## src/rtl/prio_irq_pkg.sv

```systemverilog
package prio_irq_pkg;

    // pins 0..4 may be level triggered
    localparam int IN_LVL_CNT = 5;
    // pins rerouted by cascade links 0 and 1
    localparam int CAS_PIN0 = 2;
    localparam int CAS_PIN1 = 3;
    // pins released in slave operation
    localparam int SLV_LO = 4;
    localparam int SLV_HI = 6;
    // pins claimed by DMA external sync
    localparam int DMA_PIN0 = 5;
    localparam int DMA_PIN1 = 6;
    // sources that accept special nesting / cascade
    localparam int NEST_CNT = 2;

    typedef enum logic [1:0] {
        ST_IDLE  = 2'd0,
        ST_OFFER = 2'd1,
        ST_GRANT = 2'd2
    } pic_state_e;

endpackage

```

## src/rtl/irq_pick.sv

```systemverilog
module irq_pick #(
    parameter int N     = 15,
    parameter int LVL_W = 3,
    parameter int IDX_W = 4
) (
    input  logic [N-1:0]       elig,
    input  logic [N*LVL_W-1:0] lvl_flat,
    output logic               valid,
    output logic [IDX_W-1:0]   idx
);

    logic [LVL_W-1:0] best;

    // lowest level wins; strict compare keeps the lower index on ties
    always_comb begin
        valid = 1'b0;
        idx   = '0;
        best  = '1;
        for (int s = 0; s < N; s++) begin
            if (elig[s] && (!valid || lvl_flat[s*LVL_W +: LVL_W] < best)) begin
                valid = 1'b1;
                idx   = IDX_W'(s);
                best  = lvl_flat[s*LVL_W +: LVL_W];
            end
        end
    end

endmodule

```

## src/rtl/irq_req_capture.sv

```systemverilog
module irq_req_capture #(
    parameter int N = 15
) (
    input  logic         clk,
    input  logic         rst_n,
    input  logic [N-1:0] raw,
    input  logic [N-1:0] lvl_mode,
    input  logic [N-1:0] avail,
    input  logic [N-1:0] clr,
    output logic [N-1:0] req
);

    logic [N-1:0] prev_q;

    for (genvar g = 0; g < N; g++) begin : g_src
        always_ff @(posedge clk or negedge rst_n) begin
            if (!rst_n) begin
                prev_q[g] <= 1'b0;
                req[g]    <= 1'b0;
            end else begin
                prev_q[g] <= raw[g];
                if (lvl_mode[g]) begin
                    req[g] <= raw[g] & avail[g];
                end else if (!avail[g]) begin
                    req[g] <= 1'b0;
                end else if (raw[g] && !prev_q[g]) begin
                    req[g] <= 1'b1;
                end else if (clr[g]) begin
                    req[g] <= 1'b0;
                end
            end
        end
    end

endmodule

```

## src/rtl/prio_irq_ctrl.sv

```systemverilog
module prio_irq_ctrl
    import prio_irq_pkg::*;
#(
    parameter int N_EXT = 7,
    parameter int N_INT = 8,
    parameter int LVL_W = 3
) (
    input  logic                           clk,
    input  logic                           rst_n,
    input  logic [N_EXT-1:0]               ext_req,
    input  logic [N_INT-1:0]               int_src,
    input  logic                           nmi_req,
    input  logic [N_EXT+N_INT-1:0]         src_mask,
    input  logic [(N_EXT+N_INT)*LVL_W-1:0] src_lvl,
    input  logic [IN_LVL_CNT-1:0]          lvl_trig,
    input  logic [NEST_CNT-1:0]            sfnm_en,
    input  logic [NEST_CNT-1:0]            casc_en,
    input  logic                           slave_mode,
    input  logic [1:0]                     dma_xsync,
    input  logic                           cpu_ie,
    input  logic                           int_ack,
    input  logic                           eoi_wr,
    output logic                           cpu_irq,
    output logic [$clog2(N_EXT+N_INT+1)-1:0] irq_vec,
    output logic                           vec_strobe,
    output logic                           ie_drop,
    output logic [NEST_CNT-1:0]            cas_ack
);

    localparam int N_SRC  = N_EXT + N_INT;
    localparam int IDX_W  = $clog2(N_SRC);
    localparam int CODE_W = $clog2(N_SRC + 1);
    localparam logic [CODE_W-1:0] NMI_CODE = CODE_W'(N_SRC);

    logic [N_SRC-1:0] raw, avail, lvl_mode, req, clr_req;
    logic [N_SRC-1:0] isr_q, isr_n, cand, reentry;
    logic [LVL_W-1:0] lvl_a [N_SRC];
    logic [LVL_W-1:0] top_lvl;
    logic             isr_any, win_any;
    logic [IDX_W-1:0] isr_idx, win_idx;
    logic             nmi_prev, nmi_pend;
    logic             offer_ok, take;
    logic [CODE_W-1:0] live_code, grant_code;
    logic             grant_nmi;
    pic_state_e       state_q, state_n;

    assign raw      = {int_src, ext_req};
    assign lvl_mode = {{(N_SRC-IN_LVL_CNT){1'b0}}, lvl_trig};
    assign reentry  = {{(N_SRC-NEST_CNT){1'b0}}, sfnm_en};

    for (genvar g = 0; g < N_SRC; g++) begin : g_lvl
        assign lvl_a[g] = src_lvl[g*LVL_W +: LVL_W];
    end

    // pins borrowed by other functions
    always_comb begin
        avail = '1;
        if (casc_en[0]) avail[CAS_PIN0] = 1'b0;
        if (casc_en[1]) avail[CAS_PIN1] = 1'b0;
        if (slave_mode) avail[SLV_HI:SLV_LO] = '0;
        if (dma_xsync[0]) avail[DMA_PIN0] = 1'b0;
        if (dma_xsync[1]) avail[DMA_PIN1] = 1'b0;
    end

    irq_req_capture #(.N(N_SRC)) u_capture (
        .clk      (clk),
        .rst_n    (rst_n),
        .raw      (raw),
        .lvl_mode (lvl_mode),
        .avail    (avail),
        .clr      (clr_req),
        .req      (req)
    );

    // highest-priority source currently in service
    irq_pick #(.N(N_SRC), .LVL_W(LVL_W), .IDX_W(IDX_W)) u_isr_pick (
        .elig     (isr_q),
        .lvl_flat (src_lvl),
        .valid    (isr_any),
        .idx      (isr_idx)
    );

    always_comb begin
        top_lvl = '1;
        for (int s = 0; s < N_SRC; s++) begin
            if (isr_idx == IDX_W'(s)) top_lvl = lvl_a[s];
        end
    end

    always_comb begin
        for (int s = 0; s < N_SRC; s++) begin
            cand[s] = req[s] & ~src_mask[s]
                    & (~isr_q[s] | reentry[s])
                    & (~isr_any | (lvl_a[s] <= top_lvl));
        end
    end

    irq_pick #(.N(N_SRC), .LVL_W(LVL_W), .IDX_W(IDX_W)) u_win_pick (
        .elig     (cand),
        .lvl_flat (src_lvl),
        .valid    (win_any),
        .idx      (win_idx)
    );

    assign offer_ok  = nmi_pend | (cpu_ie & win_any);
    assign take      = (state_q == ST_OFFER) & offer_ok & int_ack;
    assign live_code = nmi_pend ? NMI_CODE : CODE_W'(win_idx);

    always_comb begin
        clr_req = '0;
        if (take && !nmi_pend) clr_req[win_idx] = 1'b1;
    end

    always_comb begin
        isr_n = isr_q;
        if (eoi_wr && isr_any) isr_n[isr_idx] = 1'b0;
        if (take && !nmi_pend) isr_n[win_idx] = 1'b1;
    end

    // state register
    always_ff @(posedge clk or negedge rst_n) begin
        if (!rst_n) state_q <= ST_IDLE;
        else        state_q <= state_n;
    end

    // next state
    always_comb begin
        state_n = state_q;
        unique case (state_q)
            ST_IDLE:  if (offer_ok) state_n = ST_OFFER;
            ST_OFFER: begin
                if (!offer_ok)    state_n = ST_IDLE;
                else if (int_ack) state_n = ST_GRANT;
            end
            ST_GRANT: state_n = ST_IDLE;
            default:  state_n = ST_IDLE;
        endcase
    end

    // grant data, in-service and nonmaskable latch
    always_ff @(posedge clk or negedge rst_n) begin
        if (!rst_n) begin
            isr_q      <= '0;
            nmi_prev   <= 1'b0;
            nmi_pend   <= 1'b0;
            grant_code <= '0;
            grant_nmi  <= 1'b0;
        end else begin
            isr_q    <= isr_n;
            nmi_prev <= nmi_req;
            if (nmi_req && !nmi_prev) nmi_pend <= 1'b1;
            else if (take && nmi_pend) nmi_pend <= 1'b0;
            if (take) begin
                grant_code <= live_code;
                grant_nmi  <= nmi_pend;
            end
        end
    end

    // outputs
    always_comb begin
        cpu_irq    = 1'b0;
        irq_vec    = '0;
        vec_strobe = 1'b0;
        ie_drop    = 1'b0;
        cas_ack    = '0;
        unique case (state_q)
            ST_IDLE: ;
            ST_OFFER: begin
                cpu_irq = offer_ok;
                irq_vec = offer_ok ? live_code : '0;
            end
            ST_GRANT: begin
                irq_vec    = grant_code;
                vec_strobe = 1'b1;
                ie_drop    = 1'b1;
                for (int k = 0; k < NEST_CNT; k++) begin
                    cas_ack[k] = casc_en[k] & ~grant_nmi & (grant_code == CODE_W'(k));
                end
            end
            default: ;
        endcase
    end

endmodule

```

## config.mk

```make
export PLATFORM = sky130hd
export DESIGN_NAME = prio_irq_ctrl
export DESIGN_NICKNAME = d
export VERILOG_FILES = /design/src/rtl/prio_irq_pkg.sv /design/src/rtl/irq_pick.sv /design/src/rtl/irq_req_capture.sv /design/src/rtl/prio_irq_ctrl.sv
export SDC_FILE = /design/constraint.sdc
export NUM_CORES = 1
export LEC_CHECK = 0
export ABC_AREA = 1
export BUFFER_PORTS_ARGS = -buffer_cell sky130_fd_sc_hd__buf_2
export CAP_MARGIN = 25
export CORE_ASPECT_RATIO = 0.75
export CORE_UTILIZATION = 40
export DETAILED_ROUTE_END_ITERATION = 12
export PLACE_DENSITY_LB_ADDON = 0.25
export SYNTH_ARGS = -nofsm -noshare
export SYNTH_HDL_FRONTEND = slang
export SYNTH_HIERARCHICAL = 1
export SYNTH_SLANG_ARGS = --single-unit
```

## constraint.sdc

```tcl
create_clock -name clk -period 33.5 [get_ports clk]
set_clock_uncertainty 0.05 [all_clocks]
set_input_delay 3.35 -clock clk [delete_from_list [all_inputs] [get_ports clk]]
set_output_delay 3.35 -clock clk [all_outputs]
set_load 0.03 [all_outputs]
```

* After elaboration in Yosys (flattened, before gate mapping)
Cells that the tools add are included.
Operators by class: equal/unequal tests 22, reductions and logical operators 139, bitwise logic cells 108, mux-type cells 165, magnitude comparators 47
Operator list (count):
- 2-to-1 mux 3 bit | 52
- less-than comparator 3 bit | 28
- 2-to-1 mux 1 bit | 82
- 2-to-1 mux 4 bit | 16
- bitwise AND 1 bit | 55
- logical AND 1 bit | 49
- less-or-equal comparator 3 bit | 15
- logical NOT 1 bit | 45
- 2-to-1 mux 15 bit | 3
- NOT 1 bit | 32
- == test 4 bit (second input constant) | 7
- logical OR 1 bit | 28
- bitwise OR 1 bit | 18
- nonzero test 2 bit | 9
- == test 4 x 3 -> 1 bit (second input constant) | 4
- 2-to-1 mux 2 bit | 8
- bitwise AND 15 bit | 1
- NOT 15 bit | 1
- bitwise OR 15 bit | 1
- less-than comparator 4 x 5 -> 1 bit (second input constant) | 2
- != test 3 bit (second input constant) | 3
- demux 1 bit (select 4 bit) | 2
- == test 4 x 1 -> 1 bit (second input constant) | 2
- == test 4 x 2 -> 1 bit (second input constant) | 2
- 12 further kinds | 16
Storage, ports and cells: input port bits 93, output and inout port bits 9, flip-flop bits (word level) 54

* Logic depth before layout (Yosys ltp)
Gate-level depths: netlist (run 1).
word-level depth 143, depth in mapped cells 270, gate-level depth less buffers 270

* By module
The synthesis (run 1) kept the hierarchy.
Modules (own cells, without submodules):
- irq_pick | sequential area each 0.0 um2, times used 2, cells an instance 376, area an instance 1865.5 um2
- prio_irq_ctrl | sequential area each 600.6 um2, times used 1, cells an instance 531, area an instance 3251.9 um2
- irq_req_capture | sequential area each 750.7 um2, times used 1, cells an instance 135, area an instance 1178.6 um2

* Least setup slack after synthesis (run 1)
Ideal clock, no wire load.
path type in2out, start point in src_lvl[1], end point out irq_vec[0], path slack 1.789 ns, cell stages on the path 234, arrival 28.311 ns, data required time 30.100 ns, cells stage by stage inv_1 -> a21oi_1 -> nor2_1 -> nand2_2 -> nand3_2 -> o22ai_1 -> ha_1 -> nand2_1 -> clkinv_1 -> nand2_1 -> nand2_2 -> nand2_4 -> nand2_4 -> o21ai_0 -> ha_1 -> nand2_1 -> clkinv_1 -> nand2_1 -> [198 not listed] -> o21ai_0 -> ha_1 -> a21oi_1 -> nand2_1 -> nand2_2 -> nand2_2 -> nand2_1 -> o21ai_1 -> ha_1 -> nand2_1 -> inv_1 -> nand2_1 -> nand2_1 -> nand2_2 -> a21oi_1 -> or2_2 -> nand2_1 -> a21oi_1
RTL lines:
- from (decl) | RTL line prio_irq_ctrl.sv:14 | input logic [(N_EXT+N_INT)*LVL_W-1:0] src_lvl,
- 2-to-1 mux 3 bit (*) | RTL line irq_pick.sv:20 | if (elig[s] && (!valid || lvl_flat[s*LVL_W +: LVL_W] < best)) begin
- less-than comparator 3 bit | RTL line irq_pick.sv:20
- logical OR 1 bit | RTL line irq_pick.sv:20
- logical AND 1 bit | RTL line irq_pick.sv:20
- 2-to-1 mux 3 bit / 2-to-1 mux 1 bit (equally long branches) | RTL line irq_pick.sv:20
- less-than comparator 3 bit / logical NOT 1 bit (equally long branches) | RTL line irq_pick.sv:20
- logical OR 1 bit | RTL line irq_pick.sv:20
- logical AND 1 bit | RTL line irq_pick.sv:20
- [49 not listed]
- net isr_idx[0] | RTL line prio_irq_ctrl.sv:40 | logic [IDX_W-1:0] isr_idx, win_idx;
- [19 not listed]
- net cand[0] | RTL line prio_irq_ctrl.sv:36 | logic [N_SRC-1:0] isr_q, isr_n, cand, reentry;
- [53 not listed]
- less-than comparator 3 bit / logical NOT 1 bit (equally long branches) | RTL line irq_pick.sv:20
- logical OR 1 bit | RTL line irq_pick.sv:20
- logical AND 1 bit | RTL line irq_pick.sv:20
- 2-to-1 mux 4 bit (*) | RTL line irq_pick.sv:20
- net win_idx[0] | RTL line prio_irq_ctrl.sv:40
- 2-to-1 mux 4 bit (*) | RTL line prio_irq_ctrl.sv:107 | assign live_code = nmi_pend ? NMI_CODE : CODE_W'(win_idx);
- 2-to-1 mux 4 bit (*) | RTL line prio_irq_ctrl.sv:171 | irq_vec = offer_ok ? live_code : '0;
- case mux 4 bit (2 select lines) (*) | RTL line prio_irq_ctrl.sv:167 | unique case (state_q)
- to (decl) | RTL line prio_irq_ctrl.sv:24 | output logic [$clog2(N_EXT+N_INT+1)-1:0] irq_vec,
The timed path passes the listed nets; every way through them passes the cells marked *.

* Worst setup path in the final report (run 1)
start point in src_lvl[2], end point out irq_vec[0]
Same word-level chain as after synthesis.

==> run_summary.xml, run 1 <==
<?xml version="1.0" encoding="UTF-8"?>
<metrics>
  <group name="outcome">
    <metric name="status" unit="">completed</metric>
  </group>
  <group name="drt">
    <metric name="drt-wirelength-per-cell" unit="um">13.65</metric>
    <metric name="first_iter_violations" unit="">643</metric>
    <metric name="drc" unit="">0</metric>
    <metric name="routed_wl" unit="mm">26.17</metric>
    <metric name="post_drt_via_cell_ratio" unit="">4.983</metric>
    <metric name="drt-pass1-iter-count" unit="">8</metric>
    <metric name="detailroute.via_count" unit="">9553</metric>
    <metric name="final_antenna_net_count" unit="">0</metric>
  </group>
  <group name="timing">
    <metric name="sum_of_negative_setup_slack" unit="ps">0</metric>
    <metric name="timing.final.ws_setup" unit="ps">1308</metric>
    <metric name="fin_worst_hold_slack" unit="ps">381.1</metric>
    <metric name="period_minus_slack" unit="ps">32190</metric>
    <metric name="grt_setup_unrepaired" unit="">yes</metric>
    <metric name="top_achievable_clock_speed" unit="MHz">31.06</metric>
    <metric name="final_hold_fails" unit="">0</metric>
    <metric name="finalCritPeriodShare" unit="%">96.10</metric>
    <metric name="relSlewSlack" unit="%">50.35</metric>
    <metric name="worst_slew_pin_slew" unit="ps">744.7</metric>
    <metric name="timing_max_transition_violations_final" unit="">0</metric>
    <metric name="setup_viol" unit="">0</metric>
  </group>
  <group name="floorplanning">
    <metric name="fp-row-count" unit="">44</metric>
    <metric name="area_of_the_die" unit="mm2">0.02099</metric>
    <metric name="die-width" unit="um">166.9</metric>
    <metric name="floorplan.core_area" unit="mm2">0.01965</metric>
    <metric name="die_y" unit="um">125.7</metric>
    <metric name="io_pins" unit="">102</metric>
    <metric name="initial_utilization" unit="%">41.53</metric>
  </group>
  <group name="global_route">
    <metric name="grtUsageTotal" unit="%">23.64</metric>
    <metric name="number_of_antenna_violations_at_the_first_check_in_global_routing" unit="">2</metric>
    <metric name="grt_start_max_net_pins" unit="">55</metric>
    <metric name="number_of_global_route_vias_before_repair" unit="">8316</metric>
    <metric name="grt_pass1_wl" unit="mm">40.72</metric>
    <metric name="grt-ovfl-total" unit="">0</metric>
  </group>
  <group name="critical_path">
    <metric name="top_fanout_value_on_the_critical_path" unit="">7</metric>
    <metric name="cp.required" unit="ps">30100</metric>
    <metric name="cp_slowest_cell" unit="">sky130_fd_sc_hd__nor4_2</metric>
    <metric name="end_kind" unit="">output pin</metric>
    <metric name="path_class" unit="">in2out</metric>
    <metric name="critical_path.startpoint_type" unit="">input port</metric>
    <metric name="timing.critical_path.mode_cell" unit="">sky130_fd_sc_hd__nand2_1</metric>
    <metric name="timing.critical_path.slowest_cell_delay" unit="ps">340</metric>
    <metric name="cp_data_arrival_time" unit="ps">28790</metric>
  </group>
  <group name="finish">
    <metric name="layout-drive-gt1-share" unit="%">27.64</metric>
    <metric name="antenna_cells_inserted" unit="">0</metric>
    <metric name="syn_to_final_growth" unit="%">33.93</metric>
    <metric name="nets" unit="">1819</metric>
  </group>
  <group name="synth">
    <metric name="mappedNetlistArea" unit="mm2">0.008162</metric>
    <metric name="yosysWarnings" unit="">6</metric>
    <metric name="postSynth.topFlopCell" unit="">sky130_fd_sc_hd__dfrtp_1</metric>
    <metric name="synth_largest_type_area_fraction" unit="%">18.72</metric>
    <metric name="syn-instance-count" unit="">1418</metric>
    <metric name="ys_ff_latch" unit="">54</metric>
    <metric name="post_synth_main_area_contributors" unit="">sky130_fd_sc_hd__nand2_1 (19%), sky130_fd_sc_hd__dfrtp_1 (17%), sky130_fd_sc_hd__inv_1 (13%)</metric>
    <metric name="synth-seq-area-share" unit="%">16.56</metric>
    <metric name="synth.distinct_cells" unit="">36</metric>
    <metric name="synth_edf_count" unit="">0</metric>
    <metric name="async_flop_share" unit="%">100.0</metric>
    <metric name="postSynthAreaPerCell" unit="um2">5.756</metric>
    <metric name="netlist.top_cell.by_area" unit="">sky130_fd_sc_hd__nand2_1</metric>
  </group>
  <group name="clocking">
    <metric name="cts_tree" unit="">built</metric>
    <metric name="h_tree_depth" unit="">2</metric>
    <metric name="clockBufferDepth" unit="">2</metric>
    <metric name="clock_insertion_delay_worst_skew" unit="ps">290</metric>
    <metric name="ctsRootBufferMaster" unit="">sky130_fd_sc_hd__clkbuf_16</metric>
    <metric name="cts.clk_slew.worst_paths" unit="ps">70</metric>
    <metric name="cts_buffers" unit="">5</metric>
    <metric name="clock_sinks" unit="">54</metric>
  </group>
  <group name="placed_design">
    <metric name="final_hpwl_from_detailed_placement" unit="mm">20.45</metric>
    <metric name="dpl_worst_slack" unit="ps">-1149</metric>
    <metric name="gp_congestion" unit="">0.9154</metric>
    <metric name="number_of_port_buffers" unit="">101</metric>
  </group>
  <group name="hold_path">
    <metric name="timing.hold.worst.class" unit="">reg2reg</metric>
  </group>
  <group name="run">
    <metric name="cap_violations" unit="">0</metric>
  </group>
</metrics>
-- logic make-up after synthesis --
kind of cell | share of synthesized area [%]
flops | 16.56
compound gates | 11.44
fa+ha+maj | 9.658
other cells | 0.09202
buf+inv | 15.19
simple gates | 47.06
-- repair_timing --
item                       in CTS  in global routing
pin swaps                       0                105
hold buffers                    0                  0
gates resized for setup        17                195
setup endpoints to repair       4                 20
buffers inserted                0                 52
-- layout by cell type (no fill, tap or decap), types with 3 or more instances in the layout --
master,instances
sky130_fd_sc_hd__a21oi_2,22
sky130_fd_sc_hd__buf_6,5
sky130_fd_sc_hd__nand3b_1,3
sky130_fd_sc_hd__nand4_1,42
sky130_fd_sc_hd__clkbuf_16,5
sky130_fd_sc_hd__clkbuf_8,3
sky130_fd_sc_hd__nor2_1,124
sky130_fd_sc_hd__conb_1,30
sky130_fd_sc_hd__o21ai_0,42
sky130_fd_sc_hd__nor2_2,7
sky130_fd_sc_hd__nand2_8,9
sky130_fd_sc_hd__a22oi_1,4
sky130_fd_sc_hd__o21ai_2,11
sky130_fd_sc_hd__dfrtp_1,54
sky130_fd_sc_hd__ha_1,50
sky130_fd_sc_hd__or2_2,8
sky130_fd_sc_hd__nand3_1,127
sky130_fd_sc_hd__nor3_1,3
sky130_fd_sc_hd__o21ai_4,15
sky130_fd_sc_hd__buf_4,119
sky130_fd_sc_hd__inv_1,285
sky130_fd_sc_hd__buf_2,93
sky130_fd_sc_hd__nand2_1,362
sky130_fd_sc_hd__a21oi_1,34
sky130_fd_sc_hd__inv_2,15
sky130_fd_sc_hd__o22ai_1,4
sky130_fd_sc_hd__o21bai_1,14
sky130_fd_sc_hd__ha_4,13
sky130_fd_sc_hd__nand2_4,53
sky130_fd_sc_hd__o31ai_1,4
sky130_fd_sc_hd__nand3_2,12
sky130_fd_sc_hd__nand2_2,56
sky130_fd_sc_hd__clkinv_1,18
-- flip-flops by register name (all words and copies together), names as in the netlist --
register          cells
grant_nmi             1
nmi_prev              1
state_q               2
nmi_pend              1
isr_q                15
u_capture/prev_q     15
grant_code            4
u_capture/req        15
-- Yosys cell counts (3+ instances only) --
cell and number:
sky130_fd_sc_hd__nand2_2 36, sky130_fd_sc_hd__nor3_1 3, sky130_fd_sc_hd__clkbuf_1 3, sky130_fd_sc_hd__a21oi_2 14
sky130_fd_sc_hd__inv_2 3, sky130_fd_sc_hd__o21bai_1 14, sky130_fd_sc_hd__nand3_2 12, sky130_fd_sc_hd__ha_1 63
sky130_fd_sc_hd__inv_1 291, sky130_fd_sc_hd__clkinv_1 24, sky130_fd_sc_hd__nand4_1 42, sky130_fd_sc_hd__o22ai_1 6
sky130_fd_sc_hd__or2_2 9, sky130_fd_sc_hd__dfrtp_1 54, sky130_fd_sc_hd__nand3b_1 3, sky130_fd_sc_hd__o21ai_0 64
sky130_fd_sc_hd__a22oi_1 4, sky130_fd_sc_hd__nand2_4 37, sky130_fd_sc_hd__nand3_1 127, sky130_fd_sc_hd__o31ai_1 4
sky130_fd_sc_hd__nand2_1 407, sky130_fd_sc_hd__a21oi_1 44, sky130_fd_sc_hd__o21ai_1 6, sky130_fd_sc_hd__nor2_1 130
-- metal layers --
layer  routed length [um]  GRT usage (%)  share of wire [%]
met2                10850          34.73                 41
met3                 2248          2.671                8.6
met5                   25              0              0.096
met1                12860          36.89                 49
met4                  178          3.922               0.68
-- stage by stage --
stage,cells,utilization (%),cell area [um2]
finish,1917,55.62,10930
global route,1917,55.62,10930
CTS,1865,49.42,9713
detailed placement,1857,48.45,9523
global placement,1857,48.45,9523
floorplan,1446,-,8267
-- cell type report --
| type | instances | area, um2 |
|---|---|---|
| Fill cell | 1895 | 8723 |
| Sequential cell | 54 | 1351 |
| Tap cell | 253 | 316.6 |
| Multi-Input combinational cell | 1067 | 6487 |
| Inverter | 318 | 1194 |
| Timing Repair Buffer | 217 | 1415 |
| Clock buffer | 8 | 166.4 |
-- path summary, 6_finish.rpt --
| kind | start | end | slack (ps) | depth (start not counted) |
|---|---|---|---|---|
| hold reg to reg | nmi_prev | nmi_pend | 380 | 1 |
| min in group asynchronous | rst_n | u_capture/prev_q[11] | 3120 | 2 |
| max in group asynchronous | rst_n | u_capture/prev_q[1] | 29820 | 2 |
| setup reg to reg | isr_q[0] | u_capture/req[12] | 6920 | 251 |
| hold / removal | nmi_prev | nmi_pend | 380 | 1 |
| setup / recovery | src_lvl[2] | irq_vec[0] | 1310 | 250 |
-- critical path: cells and delay by family --
family	cells	cell delay, ps
buffers and inverters	33	2040
AO/OA/AOI/OAI	31	4080
adder cells (fa/ha/maj)	27	6990
AND/OR/NAND/NOR	159	12190
Power of run 1 is left out: the tool's default activity adds up to more than one toggle a clock period on the data nets, which glitch-free logic cannot reach.
==> run 2, diff against run 1 <==
--- a/config.mk
+++ b/config.mk
@@ -9,6 +9,7 @@
 export BUFFER_PORTS_ARGS = -buffer_cell sky130_fd_sc_hd__buf_2
 export CAP_MARGIN = 25
 export CORE_ASPECT_RATIO = 0.75
+export CORE_MARGIN = 2
 export CORE_UTILIZATION = 40
 export DETAILED_ROUTE_END_ITERATION = 12
 export PLACE_DENSITY_LB_ADDON = 0.25
==> run 2 against run 1 <==
Effect of this change:
- via count down 0.94%
- critical path depth up 5
- sequential cell count unchanged
- routed wire length up 0.57%
- global-route usage down 0.70 points
- utilization down 1.0 points
- final area up 0.35%
- first-iteration DRC count up 14%
- register-to-register slack better by 180 ps
- non-clock buffer count down 7
- count of clock-buffer cells in the layout down 2
- critical path type unchanged
- largest cell class unchanged
==> run_summary.xml, run 2 (synthesis gave the netlist of run 1 again) <==
<?xml version="1.0" encoding="UTF-8"?>
<metrics>
  <group name="outcome">
    <metric name="status" unit="">completed</metric>
  </group>
  <group name="drt">
    <metric name="first_iter_violations" unit="">730</metric>
    <metric name="post_drt_via_cell_ratio" unit="">4.939</metric>
    <metric name="routed_wl" unit="mm">26.32</metric>
    <metric name="drt-wirelength-per-cell" unit="um">13.74</metric>
    <metric name="final_antenna_net_count" unit="">0</metric>
    <metric name="detailroute.via_count" unit="">9463</metric>
    <metric name="drc" unit="">0</metric>
    <metric name="drt-pass1-iter-count" unit="">6</metric>
  </group>
  <group name="critical_path">
    <metric name="timing.critical_path.mode_cell" unit="">sky130_fd_sc_hd__nand2_2</metric>
    <metric name="top_fanout_value_on_the_critical_path" unit="">6</metric>
    <metric name="cp_data_arrival_time" unit="ps">28640</metric>
    <metric name="cp_slowest_cell" unit="">sky130_fd_sc_hd__ha_1</metric>
    <metric name="timing.critical_path.slowest_cell_delay" unit="ps">320</metric>
    <metric name="cp.required" unit="ps">30100</metric>
    <metric name="critical-path-top-delay-family" unit="">simple AND/OR/NAND/NOR gates</metric>
    <metric name="buffering_stage_count_on_the_worst_path_with_inverters_included" unit="">33</metric>
    <metric name="end_kind" unit="">output pin</metric>
    <metric name="critical_path.startpoint_type" unit="">input port</metric>
    <metric name="path_class" unit="">in2out</metric>
  </group>
  <group name="timing">
    <metric name="timing_max_transition_violations_final" unit="">0</metric>
    <metric name="period_minus_slack" unit="ps">32040</metric>
    <metric name="fin_worst_hold_slack" unit="ps">382.1</metric>
    <metric name="sum_of_negative_setup_slack" unit="ps">0</metric>
    <metric name="final_hold_fails" unit="">0</metric>
    <metric name="worst_slew_pin_slew" unit="ps">707.9</metric>
    <metric name="timing.final.ws_setup" unit="ps">1462</metric>
    <metric name="finalCritPeriodShare" unit="%">95.64</metric>
    <metric name="setup_viol" unit="">0</metric>
    <metric name="top_achievable_clock_speed" unit="MHz">31.21</metric>
    <metric name="relSlewSlack" unit="%">52.81</metric>
  </group>
  <group name="run">
    <metric name="cap_violations" unit="">0</metric>
  </group>
  <group name="clocking">
    <metric name="cts_buffers" unit="">5</metric>
    <metric name="clock_insertion_delay_worst_skew" unit="ps">300</metric>
    <metric name="clock_sinks" unit="">54</metric>
    <metric name="cts.clk_slew.worst_paths" unit="ps">70</metric>
    <metric name="cts_tree" unit="">built</metric>
    <metric name="h_tree_depth" unit="">2</metric>
    <metric name="ctsRootBufferMaster" unit="">sky130_fd_sc_hd__clkbuf_16</metric>
    <metric name="clockBufferDepth" unit="">2</metric>
  </group>
  <group name="global_route">
    <metric name="grt_pass1_wl" unit="mm">40.59</metric>
    <metric name="grt-ovfl-total" unit="">0</metric>
    <metric name="grt_start_max_net_pins" unit="">55</metric>
    <metric name="number_of_antenna_violations_at_the_first_check_in_global_routing" unit="">1</metric>
    <metric name="number_of_global_route_vias_before_repair" unit="">8242</metric>
    <metric name="grtUsageTotal" unit="%">22.94</metric>
  </group>
  <group name="placed_design">
    <metric name="final_hpwl_from_detailed_placement" unit="mm">20.47</metric>
    <metric name="number_of_port_buffers" unit="">101</metric>
    <metric name="gp_congestion" unit="">0.9202</metric>
    <metric name="dpl_worst_slack" unit="ps">-1211</metric>
  </group>
  <group name="finish">
    <metric name="nets" unit="">1812</metric>
    <metric name="mostFrequentLayoutCells" unit="">sky130_fd_sc_hd__nand2_1 (352), sky130_fd_sc_hd__inv_1 (281), sky130_fd_sc_hd__nand3_1 (127)</metric>
    <metric name="syn_to_final_growth" unit="%">34.40</metric>
    <metric name="layout-drive-gt1-share" unit="%">28.55</metric>
    <metric name="reg.largest.list" unit="">isr_q (15), u_capture/prev_q (15), u_capture/req (15)</metric>
    <metric name="layout.core_utilization" unit="%">54.57</metric>
    <metric name="layout_commonest_cell" unit="">sky130_fd_sc_hd__nand2_1</metric>
  </group>
  <group name="floorplanning">
    <metric name="die_y" unit="um">127.7</metric>
    <metric name="io_pins" unit="">102</metric>
    <metric name="fp-row-count" unit="">45</metric>
    <metric name="floorplan.core_area" unit="mm2">0.02010</metric>
    <metric name="area_of_the_die" unit="mm2">0.02157</metric>
    <metric name="initial_utilization" unit="%">40.60</metric>
    <metric name="die-width" unit="um">168.9</metric>
  </group>
  <group name="hold_path">
    <metric name="timing.hold.worst.class" unit="">reg2reg</metric>
  </group>
</metrics>
==> run 2: cell types whose count changed in the layout (fill, tap and decap cells not counted), moves of 3 or more <==
cell	previous run	this run
sky130_fd_sc_hd__inv_2	15	27
sky130_fd_sc_hd__buf_4	119	109
sky130_fd_sc_hd__nand2_1	362	352
sky130_fd_sc_hd__nand2_2	56	65
sky130_fd_sc_hd__clkinv_1	18	10
sky130_fd_sc_hd__inv_1	285	281
sky130_fd_sc_hd__o21ai_1	2	6
sky130_fd_sc_hd__a21oi_2	22	19
==> run 2: repair_timing <==
item                                   4_1_cts  5_1_grt
pin swaps                                    1      138
endpoints found under the hold margin        0        0
resized for setup                           17      221
setup buffers                                0       49
hold buffers                                 0        0
setup endpoints to repair                    4       13
==> run 2: layer usage <==
| metal | vias to the layer above | GRT usage, % | wire length [um] |
|---|---|---|---|
| met5 | - | 0 | 0 |
| met4 | 0 | 3.499 | 255 |
| met3 | 26 | 2.408 | 1793 |
| met2 | 309 | 34.88 | 11240 |
| met1 | 4239 | 35.41 | 13030 |
| li1 | 4889 | - | - |
==> run 2: through the flow <==
stage | area [um2] | instances
after floorplan | 8267 | 1446
after global placement | 9507 | 1859
after detailed placement | 9507 | 1859
after CTS | 9722 | 1867
after global routing | 10970 | 1915
final | 10970 | 1916
==> run 2: layout make-up <==
type / instances / area, um2
clock buffer: 6 / 138.9
sequential: 54 / 1351
clock inverter: 2 / 60.06
timing repair buffer: 210 / 1361
tap: 258 / 322.8
inverter: 318 / 1194
fill: 1982 / 9131
antenna: 1 / 2.502
multi-input combinational: 1067 / 6539
==> run 2: final timing paths <==
check                           slack [ps]  cells after the start              endpoint       start
worst max-delay path                  1460                    255            irq_vec[1]  src_lvl[5]
worst min-delay path                   380                      1              nmi_pend    nmi_prev
min in group asynchronous             3120                      2  u_capture/prev_q[11]       rst_n
worst max register to register        7100                    253      u_capture/req[2]    isr_q[0]
worst min register to register         380                      1              nmi_pend    nmi_prev
max in group asynchronous            29810                      2      u_capture/req[0]       rst_n
Power of run 2 is left out for the same reason.
